$ cat config.mk
export PLATFORM = sky130hd
export DESIGN_NAME = irq_cpu_port
export DESIGN_NICKNAME = d
export VERILOG_FILES = /design/src/rtl/irq_cpu_pkg.sv /design/src/rtl/irq_prio_find.sv /design/src/rtl/irq_set_update.sv /design/src/rtl/irq_cpu_port.sv
export SDC_FILE = /design/constraint.sdc
export NUM_CORES = 2
export LEC_CHECK = 0
export ABC_AREA = 1
export BUFFER_PORTS_ARGS = -buffer_cell sky130_fd_sc_hd__buf_2
export CAP_MARGIN = 25
export CORE_MARGIN = 8
export CORE_UTILIZATION = 54
export CTS_BUF_LIST = sky130_fd_sc_hd__clkbuf_4 sky130_fd_sc_hd__clkbuf_8 sky130_fd_sc_hd__clkbuf_16
export CTS_CLUSTER_DIAMETER = 120
export DETAILED_ROUTE_END_ITERATION = 8
export PLACE_DENSITY = 0.8
export SLEW_MARGIN = 30
export SYNTH_ARGS = -nofsm -noshare
export SYNTH_HDL_FRONTEND = slang
export SYNTH_SLANG_ARGS = --single-unit
$ cat constraint.sdc
create_clock -name clk -period 74.9 [get_ports clk]
set_clock_uncertainty 0.2 [all_clocks]
set_input_delay 7.49 -clock clk [delete_from_list [all_inputs] [get_ports clk]]
set_output_delay 7.49 -clock clk [all_outputs]
set_load 0.02 [all_outputs]
$ cat src/rtl/irq_cpu_pkg.sv
package irq_cpu_pkg;
  localparam int DEF_NSRC   = 32;
  localparam int DEF_PRIO_W = 5;
  localparam int DEF_TASK_W = 4;
  localparam int DEF_VEC_W  = 8;
  localparam int DEF_DATA_W = 32;
  localparam int DEF_ADDR_W = 8;

  localparam logic [7:0] ADR_TASK = 8'h80;
  localparam logic [7:0] ADR_ID   = 8'h90;
  localparam logic [7:0] ADR_ACK  = 8'hA0;
  localparam logic [7:0] ADR_EOI  = 8'hB0;
  localparam logic [7:0] ADR_SPUR = 8'hE0;

  // strict comparison of a source priority against the task threshold
  function automatic logic above_task(input logic [DEF_PRIO_W-1:0] p,
                                      input logic [DEF_TASK_W-1:0] t);
    return p > DEF_PRIO_W'(t);
  endfunction
endpackage

$ cat src/rtl/irq_prio_find.sv
module irq_prio_find #(
  parameter int NSRC   = 32,
  parameter int PRIO_W = 5,
  localparam int IDX_W = $clog2(NSRC)
) (
  input  logic [NSRC-1:0]        members,
  input  logic [NSRC*PRIO_W-1:0] prio,
  output logic                   any,
  output logic [IDX_W-1:0]       idx,
  output logic [PRIO_W-1:0]      best
);
  always_comb begin
    any  = 1'b0;
    idx  = '0;
    best = '0;
    for (int i = 0; i < NSRC; i++) begin
      if (members[i] && (!any || prio[i*PRIO_W +: PRIO_W] > best)) begin
        any  = 1'b1;
        idx  = IDX_W'(i);
        best = prio[i*PRIO_W +: PRIO_W];
      end
    end
  end
endmodule

$ cat src/rtl/irq_set_update.sv
module irq_set_update #(
  parameter int NSRC   = 32,
  parameter int PRIO_W = 5,
  parameter int TASK_W = 4,
  parameter int VEC_W  = 8,
  localparam int IDX_W = $clog2(NSRC)
) (
  input  logic [NSRC-1:0]        raised_q,
  input  logic [NSRC-1:0]        serv_q,
  input  logic [NSRC*PRIO_W-1:0] src_prio,
  input  logic [NSRC*VEC_W-1:0]  src_vec,
  input  logic [NSRC-1:0]        src_active,
  input  logic [NSRC-1:0]        src_level,
  input  logic [TASK_W-1:0]      tpr_q,
  input  logic [VEC_W-1:0]       spur_q,
  input  logic                   fwd_accept,
  input  logic [IDX_W-1:0]       fwd_id,
  input  logic                   ack_fire,
  input  logic                   eoi_fire,
  input  logic                   r_any,
  input  logic [IDX_W-1:0]       r_idx,
  input  logic                   s_any,
  input  logic [IDX_W-1:0]       s_idx,
  output logic                   ack_stale,
  output logic [VEC_W-1:0]       ack_word,
  output logic [NSRC-1:0]        raised_nxt,
  output logic [NSRC-1:0]        serv_nxt,
  output logic [NSRC-1:0]        act_clr_nxt
);
  logic [PRIO_W-1:0] sel_prio;
  logic [VEC_W-1:0]  sel_vec;
  logic              sel_act;
  logic              sel_lvl;
  logic              ack_take;

  assign sel_prio  = src_prio[r_idx*PRIO_W +: PRIO_W];
  assign sel_vec   = src_vec[r_idx*VEC_W +: VEC_W];
  assign sel_act   = src_active[r_idx];
  assign sel_lvl   = src_level[r_idx];
  assign ack_stale = !sel_act || !(sel_prio > PRIO_W'(tpr_q));
  assign ack_take  = ack_fire && r_any;
  assign ack_word  = (!r_any || ack_stale) ? spur_q : sel_vec;

  always_comb begin
    raised_nxt  = raised_q;
    serv_nxt    = serv_q;
    act_clr_nxt = '0;
    if (fwd_accept) raised_nxt[fwd_id] = 1'b1;
    if (ack_take) begin
      raised_nxt[r_idx] = 1'b0;
      if (!ack_stale) serv_nxt[r_idx] = 1'b1;
      if (ack_stale || !sel_lvl) act_clr_nxt[r_idx] = 1'b1;
    end
    if (eoi_fire && s_any) serv_nxt[s_idx] = 1'b0;
  end
endmodule

$ cat src/rtl/irq_cpu_port.sv
module irq_cpu_port
  import irq_cpu_pkg::*;
#(
  parameter int NSRC   = DEF_NSRC,
  parameter int PRIO_W = DEF_PRIO_W,
  parameter int TASK_W = DEF_TASK_W,
  parameter int VEC_W  = DEF_VEC_W,
  parameter int DATA_W = DEF_DATA_W,
  parameter int ADDR_W = DEF_ADDR_W,
  localparam int IDX_W = $clog2(NSRC)
) (
  input  logic                   clk,
  input  logic                   rst_n,
  input  logic                   fwd_valid,
  input  logic [IDX_W-1:0]       fwd_id,
  input  logic [NSRC*PRIO_W-1:0] src_prio,
  input  logic [NSRC*VEC_W-1:0]  src_vec,
  input  logic [NSRC-1:0]        src_active,
  input  logic [NSRC-1:0]        src_level,
  input  logic                   reg_rd,
  input  logic                   reg_wr,
  input  logic [ADDR_W-1:0]      reg_addr,
  input  logic [DATA_W-1:0]      reg_wdata,
  output logic [DATA_W-1:0]      rd_data,
  output logic                   cpu_irq,
  output logic [NSRC-1:0]        act_clr
);
  logic [NSRC-1:0]   raised_q, serv_q;
  logic [TASK_W-1:0] tpr_q;
  logic [VEC_W-1:0]  spur_q;
  logic              irq_q;
  logic [NSRC-1:0]   act_clr_q;
  logic [DATA_W-1:0] rd_q;

  // named events for the checker
  logic              fwd_accept, fwd_raise, ack_fire, eoi_fire;
  logic              raised_any, serv_any;
  logic [IDX_W-1:0]  r_idx, s_idx;
  logic [PRIO_W-1:0] r_best, s_best, fwd_prio;
  logic              ack_stale;
  logic [VEC_W-1:0]  ack_word;
  logic [NSRC-1:0]   raised_nxt, serv_nxt, act_clr_nxt;
  logic              rn_any, sn_any;
  logic [IDX_W-1:0]  rn_idx, sn_idx;
  logic [PRIO_W-1:0] rn_best, sn_best;
  logic              cmp_nxt, irq_nxt;
  logic [DATA_W-1:0] rd_nxt;

  irq_prio_find #(.NSRC(NSRC), .PRIO_W(PRIO_W)) find_raised_i (
    .members(raised_q), .prio(src_prio), .any(raised_any), .idx(r_idx), .best(r_best));
  irq_prio_find #(.NSRC(NSRC), .PRIO_W(PRIO_W)) find_serv_i (
    .members(serv_q), .prio(src_prio), .any(serv_any), .idx(s_idx), .best(s_best));

  assign fwd_prio   = src_prio[fwd_id*PRIO_W +: PRIO_W];
  assign fwd_accept = fwd_valid && (fwd_prio > PRIO_W'(tpr_q)) && !raised_q[fwd_id];
  assign fwd_raise  = fwd_accept && (fwd_prio > r_best);
  assign ack_fire   = reg_rd && (reg_addr == ADDR_W'(ADR_ACK));
  assign eoi_fire   = reg_wr && (reg_addr == ADDR_W'(ADR_EOI));

  irq_set_update #(.NSRC(NSRC), .PRIO_W(PRIO_W), .TASK_W(TASK_W), .VEC_W(VEC_W)) upd_i (
    .raised_q(raised_q), .serv_q(serv_q), .src_prio(src_prio), .src_vec(src_vec),
    .src_active(src_active), .src_level(src_level), .tpr_q(tpr_q), .spur_q(spur_q),
    .fwd_accept(fwd_accept), .fwd_id(fwd_id), .ack_fire(ack_fire), .eoi_fire(eoi_fire),
    .r_any(raised_any), .r_idx(r_idx), .s_any(serv_any), .s_idx(s_idx),
    .ack_stale(ack_stale), .ack_word(ack_word), .raised_nxt(raised_nxt),
    .serv_nxt(serv_nxt), .act_clr_nxt(act_clr_nxt));

  irq_prio_find #(.NSRC(NSRC), .PRIO_W(PRIO_W)) find_rn_i (
    .members(raised_nxt), .prio(src_prio), .any(rn_any), .idx(rn_idx), .best(rn_best));
  irq_prio_find #(.NSRC(NSRC), .PRIO_W(PRIO_W)) find_sn_i (
    .members(serv_nxt), .prio(src_prio), .any(sn_any), .idx(sn_idx), .best(sn_best));

  assign cmp_nxt = rn_best > sn_best;
  assign irq_nxt = ack_fire ? cmp_nxt : (irq_q || fwd_raise || (eoi_fire && cmp_nxt));

  always_comb begin
    rd_nxt = '0;
    if (reg_rd) begin
      if (reg_addr == ADDR_W'(ADR_TASK))      rd_nxt = DATA_W'(tpr_q);
      else if (reg_addr == ADDR_W'(ADR_SPUR)) rd_nxt = DATA_W'(spur_q);
      else if (reg_addr == ADDR_W'(ADR_ACK))  rd_nxt = DATA_W'(ack_word);
    end
  end

  always_ff @(posedge clk or negedge rst_n) begin
    if (!rst_n) begin
      raised_q  <= '0;
      serv_q    <= '0;
      tpr_q     <= '1;
      spur_q    <= '1;
      irq_q     <= 1'b0;
      act_clr_q <= '0;
      rd_q      <= '0;
    end else begin
      raised_q  <= raised_nxt;
      serv_q    <= serv_nxt;
      irq_q     <= irq_nxt;
      act_clr_q <= act_clr_nxt;
      rd_q      <= rd_nxt;
      if (reg_wr && reg_addr == ADDR_W'(ADR_TASK)) tpr_q  <= reg_wdata[TASK_W-1:0];
      if (reg_wr && reg_addr == ADDR_W'(ADR_SPUR)) spur_q <= reg_wdata[VEC_W-1:0];
    end
  end

  assign rd_data = rd_q;
  assign cpu_irq = irq_q;
  assign act_clr = act_clr_q;
endmodule

# Word level (Yosys, flattened, before mapping)
# Cells that the tools add are included.
# word_totals
register_bits	141
input_bits	530
# op_classes
mul	2
order_cmp	134
eq_ne	4
shifts	3
muxes	340
bitwise	6
reduce_logical	395
# op_table
operator	n
2-to-1 mux 5 bit	159
> comparator 5 bit	126
indexed part select 160 x 9 -> 5 bit	2
2-to-1 mux 32 bit	8
indexed part select 256 x 9 -> 8 bit	1
logical AND 1 bit	137
2-to-1 mux 1 bit	135
logical NOT 1 bit	129
logical OR 1 bit	129
bitwise AND 32 bit	2
2-to-1 mux 4 bit	16
NOT 32 bit	2
bitwise OR 32 bit	2
== test 8 bit, second input constant	4
2-to-1 mux 8 bit	4
2-to-1 mux 3 bit	8
less-than comparator 5 x 6 -> 1 bit, second input constant	3
multiplier 5 x 3 -> 8 bit, second input constant	2
binary-select mux 1 bit (select 5 bit)	3
demux 1 bit (select 5 bit)	3
>= comparator 5 x 1 -> 1 bit, second input constant	3
> comparator 5 x 4 -> 1 bit	2
2-to-1 mux 2 bit	4

# Longest topological paths before layout
# depth
word_depth	263
depth_mapped	694
mapped_depth_nobuf	660

# Cells and area by module
# A second synthesis with hierarchy kept.
# hier_totals
cells_unflattened	7092
area_unflattened_um2	39162.6
# by_module_without_submodules
module	instances	cells_per_inst	area_each_um2	seq_area_each_um2
irq_prio_find (find_raised_i ...)	3	1271	6824.0	0.0
irq_prio_find (find_sn_i)	1	1272	7026.7	0.0
irq_set_update	1	1342	5910.7	0.0
irq_cpu_port	1	665	5753.0	2942.8

# Worst setup path after synthesis
# Ideal clock, no wire load.
# synth_path
path_type	input to register
start	in src_prio[2]
end	reg irq_q (netlist: cpu_irq)
setup_ps	143
t_arrival_ps	80072
setup_slack_ps	-5515
stages	631
path_buffers	31
cell_sequence	nand2_1 > ha_1 > a21oi_1 > nor2_1 > nor3_1 > o2bb2ai_1 > nand2_1 > nand2_1 > nand2_1 > o21ai_0 > ha_1 > a21oi_1 > nor2_1 > nor3_1 > o2bb2ai_1 > o21ai_0 > nand2_1 > clkbuf_1 > [... 595 more ...] > nand2_2 > and2_1 > ha_1 > nand2_1 > nor3_1 > nor3_1 > o2bb2ai_1 > o21ai_0 > nand2_1 > or2_2 > nand2_1 > ha_1 > a21oi_1 > nor2_1 > a211oi_1 > a41oi_1 > o21ai_0 > o21ai_0
# synth_between
elab_chain_cells	263
elab_cells_between_ends	848
# synth_rtl
item	line_no	text
start: declaration	irq_cpu_port.sv:16	input logic [NSRC*PRIO_W-1:0] src_prio,
2-to-1 mux 5 bit	irq_prio_find.sv:17	if (members[i] && (!any || prio[i*PRIO_W +: PRIO_W] > best)) begin
> comparator 5 bit	irq_prio_find.sv:17	
logical OR 1 bit	irq_prio_find.sv:17	
logical AND 1 bit	irq_prio_find.sv:17	
2-to-1 mux 5 bit or 2-to-1 mux 1 bit (tied branches)	irq_prio_find.sv:17	
> comparator 5 bit or logical NOT 1 bit (tied branches)	irq_prio_find.sv:17	
logical OR 1 bit	irq_prio_find.sv:17	
logical AND 1 bit	irq_prio_find.sv:17	
[... 126 more ...]	-	
net find_sn_i.members[0]	irq_prio_find.sv:6	input logic [NSRC-1:0] members,
[... 122 more ...]	-	
logical OR 1 bit	irq_prio_find.sv:17	
logical AND 1 bit	irq_prio_find.sv:17	
2-to-1 mux 5 bit (*)	irq_prio_find.sv:17	
> comparator 5 bit (*)	irq_cpu_port.sv:73	assign cmp_nxt = rn_best > sn_best;
logical AND 1 bit	irq_cpu_port.sv:74	assign irq_nxt = ack_fire ? cmp_nxt : (irq_q || fwd_raise || (eoi_fire && cmp_nxt));
logical OR 1 bit	irq_cpu_port.sv:74	
2-to-1 mux 1 bit (*)	irq_cpu_port.sv:74	
net irq_nxt	irq_cpu_port.sv:46	logic cmp_nxt, irq_nxt;
end signal: assignment	irq_cpu_port.sv:97	irq_q <= irq_nxt;
end: declaration	irq_cpu_port.sv:31	logic irq_q;
# Mark *: on every way through the listed nets, which the timed path passes. The rest lies on a longest branch. The select of a mux whose other input is x is not followed.
# A chain may end at the register's enable or synchronous reset.

# Final worst setup path
# layout_path
start	in src_prio[9]
end	reg irq_q (netlist: cpu_irq)
# layout_between
elab_chain_cells	262
elab_cells_between_ends	846
# layout_rtl
item	line_no
> comparator 5 bit	irq_prio_find.sv:17
logical OR 1 bit	irq_prio_find.sv:17
logical AND 1 bit	irq_prio_find.sv:17
2-to-1 mux 5 bit or 2-to-1 mux 1 bit (tied branches)	irq_prio_find.sv:17
> comparator 5 bit or logical NOT 1 bit (tied branches)	irq_prio_find.sv:17
logical OR 1 bit	irq_prio_find.sv:17
logical AND 1 bit	irq_prio_find.sv:17
2-to-1 mux 5 bit or 2-to-1 mux 1 bit (tied branches)	irq_prio_find.sv:17
[... 125 more ...]	-
net find_sn_i.members[0]	irq_prio_find.sv:6
[... 122 more ...]	-
logical OR 1 bit	irq_prio_find.sv:17
logical AND 1 bit	irq_prio_find.sv:17
2-to-1 mux 5 bit (*)	irq_prio_find.sv:17
> comparator 5 bit (*)	irq_cpu_port.sv:73
logical AND 1 bit	irq_cpu_port.sv:74
logical OR 1 bit	irq_cpu_port.sv:74
2-to-1 mux 1 bit (*)	irq_cpu_port.sv:74
net irq_nxt	irq_cpu_port.sv:46
# Marks and branches as above.

==> results by group <==
Yosys
  – Register area share after synthesis: 0.08255
  – Synth area leaders: ha_1, nand2_1, o21ai_0
  – Synth Area in XOR/XNOR: 0
  – Yosys warns: 0
  – #FFs+latches synth: 117
  – Mapped Cells: 5,827
  – Synth top area share: 0.2067
  – Synthesized area per cell: 6.118 um2
  – Synthesized area: 35,650 um2
  – EDFF count, synth: 0
  – Top-count cell post-synth: nand2_1
  – Adder-Cell Fraction of Synth Area: 0.2067
  – Top_reg_cell synth: dfrtp_1
  – Area leader, netlist: ha_1
  – Synth cell count leaders: nand2_1, o21ai_0, ha_1
  – Mux cell area share after synthesis: 0.0009126
  – Fraction of registers with async set/reset: 1.000
  – Simple-gate share of the synthesized area: 0.3715
  – Synth Area in Compound Gates: 0.2324
  – Largest family of logic cells by synthesized area: simple AND/OR/NAND/NOR gates
  – Unique cell type count in the Yosys netlist: 76

GRT
  – GRT Residual Overflow: 0
  – Largest net degree at the start of global routing: 69
  – Vias in the first global route: 46,340
  – Global-route wire length before repair: 257,700 um
  – Antenna violations before repair: 17
  – GRT Overall Usage: 0.4366

Route
  – Met1 WL: 63,540 um
  – Top routing layer used: met5
  – Vias per cell: 6.131
  – Wirelength, routed: 181,600 um
  – Routed wl met3: 23,090 um
  – # DRC: 0
  – Initial detailed-routing violation count: 5,907
  – First-pass DRT Iterations: 6
  – Routed Antenna Nets: 0
  – DR vias: 50,580
  – Detailed-route wire length per cell: 22.02 um
  – Met2 WL: 78,300 um

Worst setup path
  – Startpoint Class: primary input
  – CP required: 75.10 ns
  – Critical Path AT: 82.15 ns
  – Critical path class: in -> reg
  – Worst Path Max Fanout: 11
  – CP max stage delay: 0.35 ns
  – Slowest cell on crit path: ha_1
  – Worst path most repeated cell: nand2_1
  – Critical path capture point type: flop

Clock network
  – Clock Latency Late Sink: 0.52 ns
  – Clk slew on worst S/H paths: 0.08 ns
  – Clock Tree Buf Depth: 2
  – CTS Hold Bufs: 0
  – CTS tree: done
  – CTS buffer count: 17
  – H-tree depth: 4
  – TritonCTS Sinks: 117
  – Clock Tree Root: clkbuf_16

Job
  – Max_cap viols: 0

Die
  – Initial Util: 0.5442
  – IO Count: 595
  – # rows: 94
  – Die area: 74,490 um2
  – Die height: 272.9 um
  – Core area: 65,510 um2
  – Die X: 272.9 um

Timing
  – Period minus WS final: 81.95 ns
  – Final WS setup: -7.052 ns
  – Hold Vio Cnt, Final: 0
  – Rel. slew slack: 0.2658
  – Final setup fails: 1
  – Final period utilization: 1.094
  – Fmax: 0.01220 GHz
  – Pins Over Slew Limit: 0
  – Least-Margin Pin Slew: 1.095 ns
  – Fin Setup TNS: -7.052 ns
  – RSZ-0062 raised after global routing: yes

Final layout
  – Final #Nets: 8,477
  – Fillers: 5,082
  – Layout cells sized above 1: 0.3648
  – P&R area growth vs syn: 41.01%

Run status
  – Status: finished with violations
  – Failing checks: negative setup slack

Placed design
  – RD Place Congestion: 1.056
  – Dpl hpwl: 135,700 um
  – # port buffers: 546

Min path
  – Hold WC Path Type: reg -> reg
==> worst max-delay path, delay by kind of cell <==
kind                       cells  cell delay [ns]
and+or+nand+nor              325            30.01
adders and majority gates     63            18.44
buffers and inverters         64             6.30
AOI/OAI and AO/OA            159            19.81
==> cell type report <==
cell class	instances	area [um2]	share of cell area
inverter	583	2235	0.04445
antenna	14	35.03	0.0006969
sequential	117	2943	0.05854
multi-input combinational	4970	31970	0.6360
tap	864	1081	0.02151
clock inverter	15	206.4	0.004107
clock buffer	17	425.4	0.008463
timing repair buffer	1669	11370	0.2262
==> through the flow <==
step | hold slack [ns] | worst slack (ns) | cell area, um2 | utilization | cells
4_1_cts | 0.2925 | -5.475 | 47650 | 0.7273 | 8157
3_5_place_dp | 0.2808 | -8.863 | 46020 | 0.7025 | 8060
2_1_floorplan | 0.2582 | -0.7506 | 36250 | - | 5850
6_report | 0.2959 | -7.052 | 50270 | 0.7673 | 8249
5_1_grt | 0.3207 | -12.31 | 50240 | 0.7669 | 8238
3_3_place_gp | 0.2718 | -7.021 | 46020 | 0.7025 | 8060
==> layout by cell type (no fill, tap or decap), types with 48 or more instances in the layout <==
master / synthesis / layout
buf_4: 37 / 1087
buf_2: 6 / 551
o22ai_1: 259 / 253
nor2_2: 41 / 94
dfrtp_1: 105 / 105
a21oi_2: 1 / 58
o21ai_1: 5 / 176
o21bai_1: 78 / 77
nand2_4: 28 / 117
nand2_2: 171 / 262
nand2_1: 1525 / 1383
a21oi_1: 207 / 148
nand3_1: 388 / 383
nand4_1: 61 / 61
nor3_1: 144 / 107
nand3b_1: 48 / 48
o21ai_2: 0 / 162
nor2_1: 353 / 295
inv_1: 562 / 548
o21ai_0: 683 / 344
ha_1: 589 / 542
nand3_2: 63 / 67
==> sequential cells by signal (all words and copies together), names as in the netlist <==
register / cells
rd_data: 8
serv_q: 32
raised_q: 32
cpu_irq: 1
tpr_q: 4
spur_q: 8
act_clr: 32
==> what timing repair did <==
item | CTS | global route
buffers inserted | 41 | 52
pin swaps | 104 | 333
gates resized for setup | 294 | 601
cloned | 24 | 26
endpoints found under the hold margin | 0 | 0
setup endpoints to repair | 1 | 1
==> routing by layer <==
| metal | track usage | vias up |
|---|---|---|
| met5 | 0 | - |
| met3 | 0.1221 | 1086 |
| met4 | 0.3203 | 12 |
| li1 | - | 23270 |
| met2 | 0.6921 | 3448 |
| met1 | 0.5006 | 22760 |
==> worst paths after layout <==
check                                 startpoint                    end  slack [ns]  depth (start not counted)
setup / recovery                     src_prio[9]      cpu_irq$_DFF_PN0_       -7.05                        611
hold / removal             spur_q[7]$_DFFE_PN1P_  spur_q[7]$_DFFE_PN1P_        0.30                          2
setup reg to reg             serv_q[0]$_DFF_PN0_      cpu_irq$_DFF_PN0_       -0.53                        610
hold reg to reg            spur_q[7]$_DFFE_PN1P_  spur_q[7]$_DFFE_PN1P_        0.30                          2
max in group asynchronous                  rst_n   serv_q[23]$_DFF_PN0_       66.21                          2
min in group asynchronous                  rst_n   act_clr[9]$_DFF_PN0_        6.81                          1
==> cell families after synthesis <==
logic type / after synthesis
mux: 3
fa+ha+maj: 589
other cells: 1
buf+inv: 801
simple gates: 2893
compound gates: 1423
flops: 117
Power is left out: the tool's default activity adds up to more than one toggle a clock period on the data nets, which glitch-free logic cannot reach.
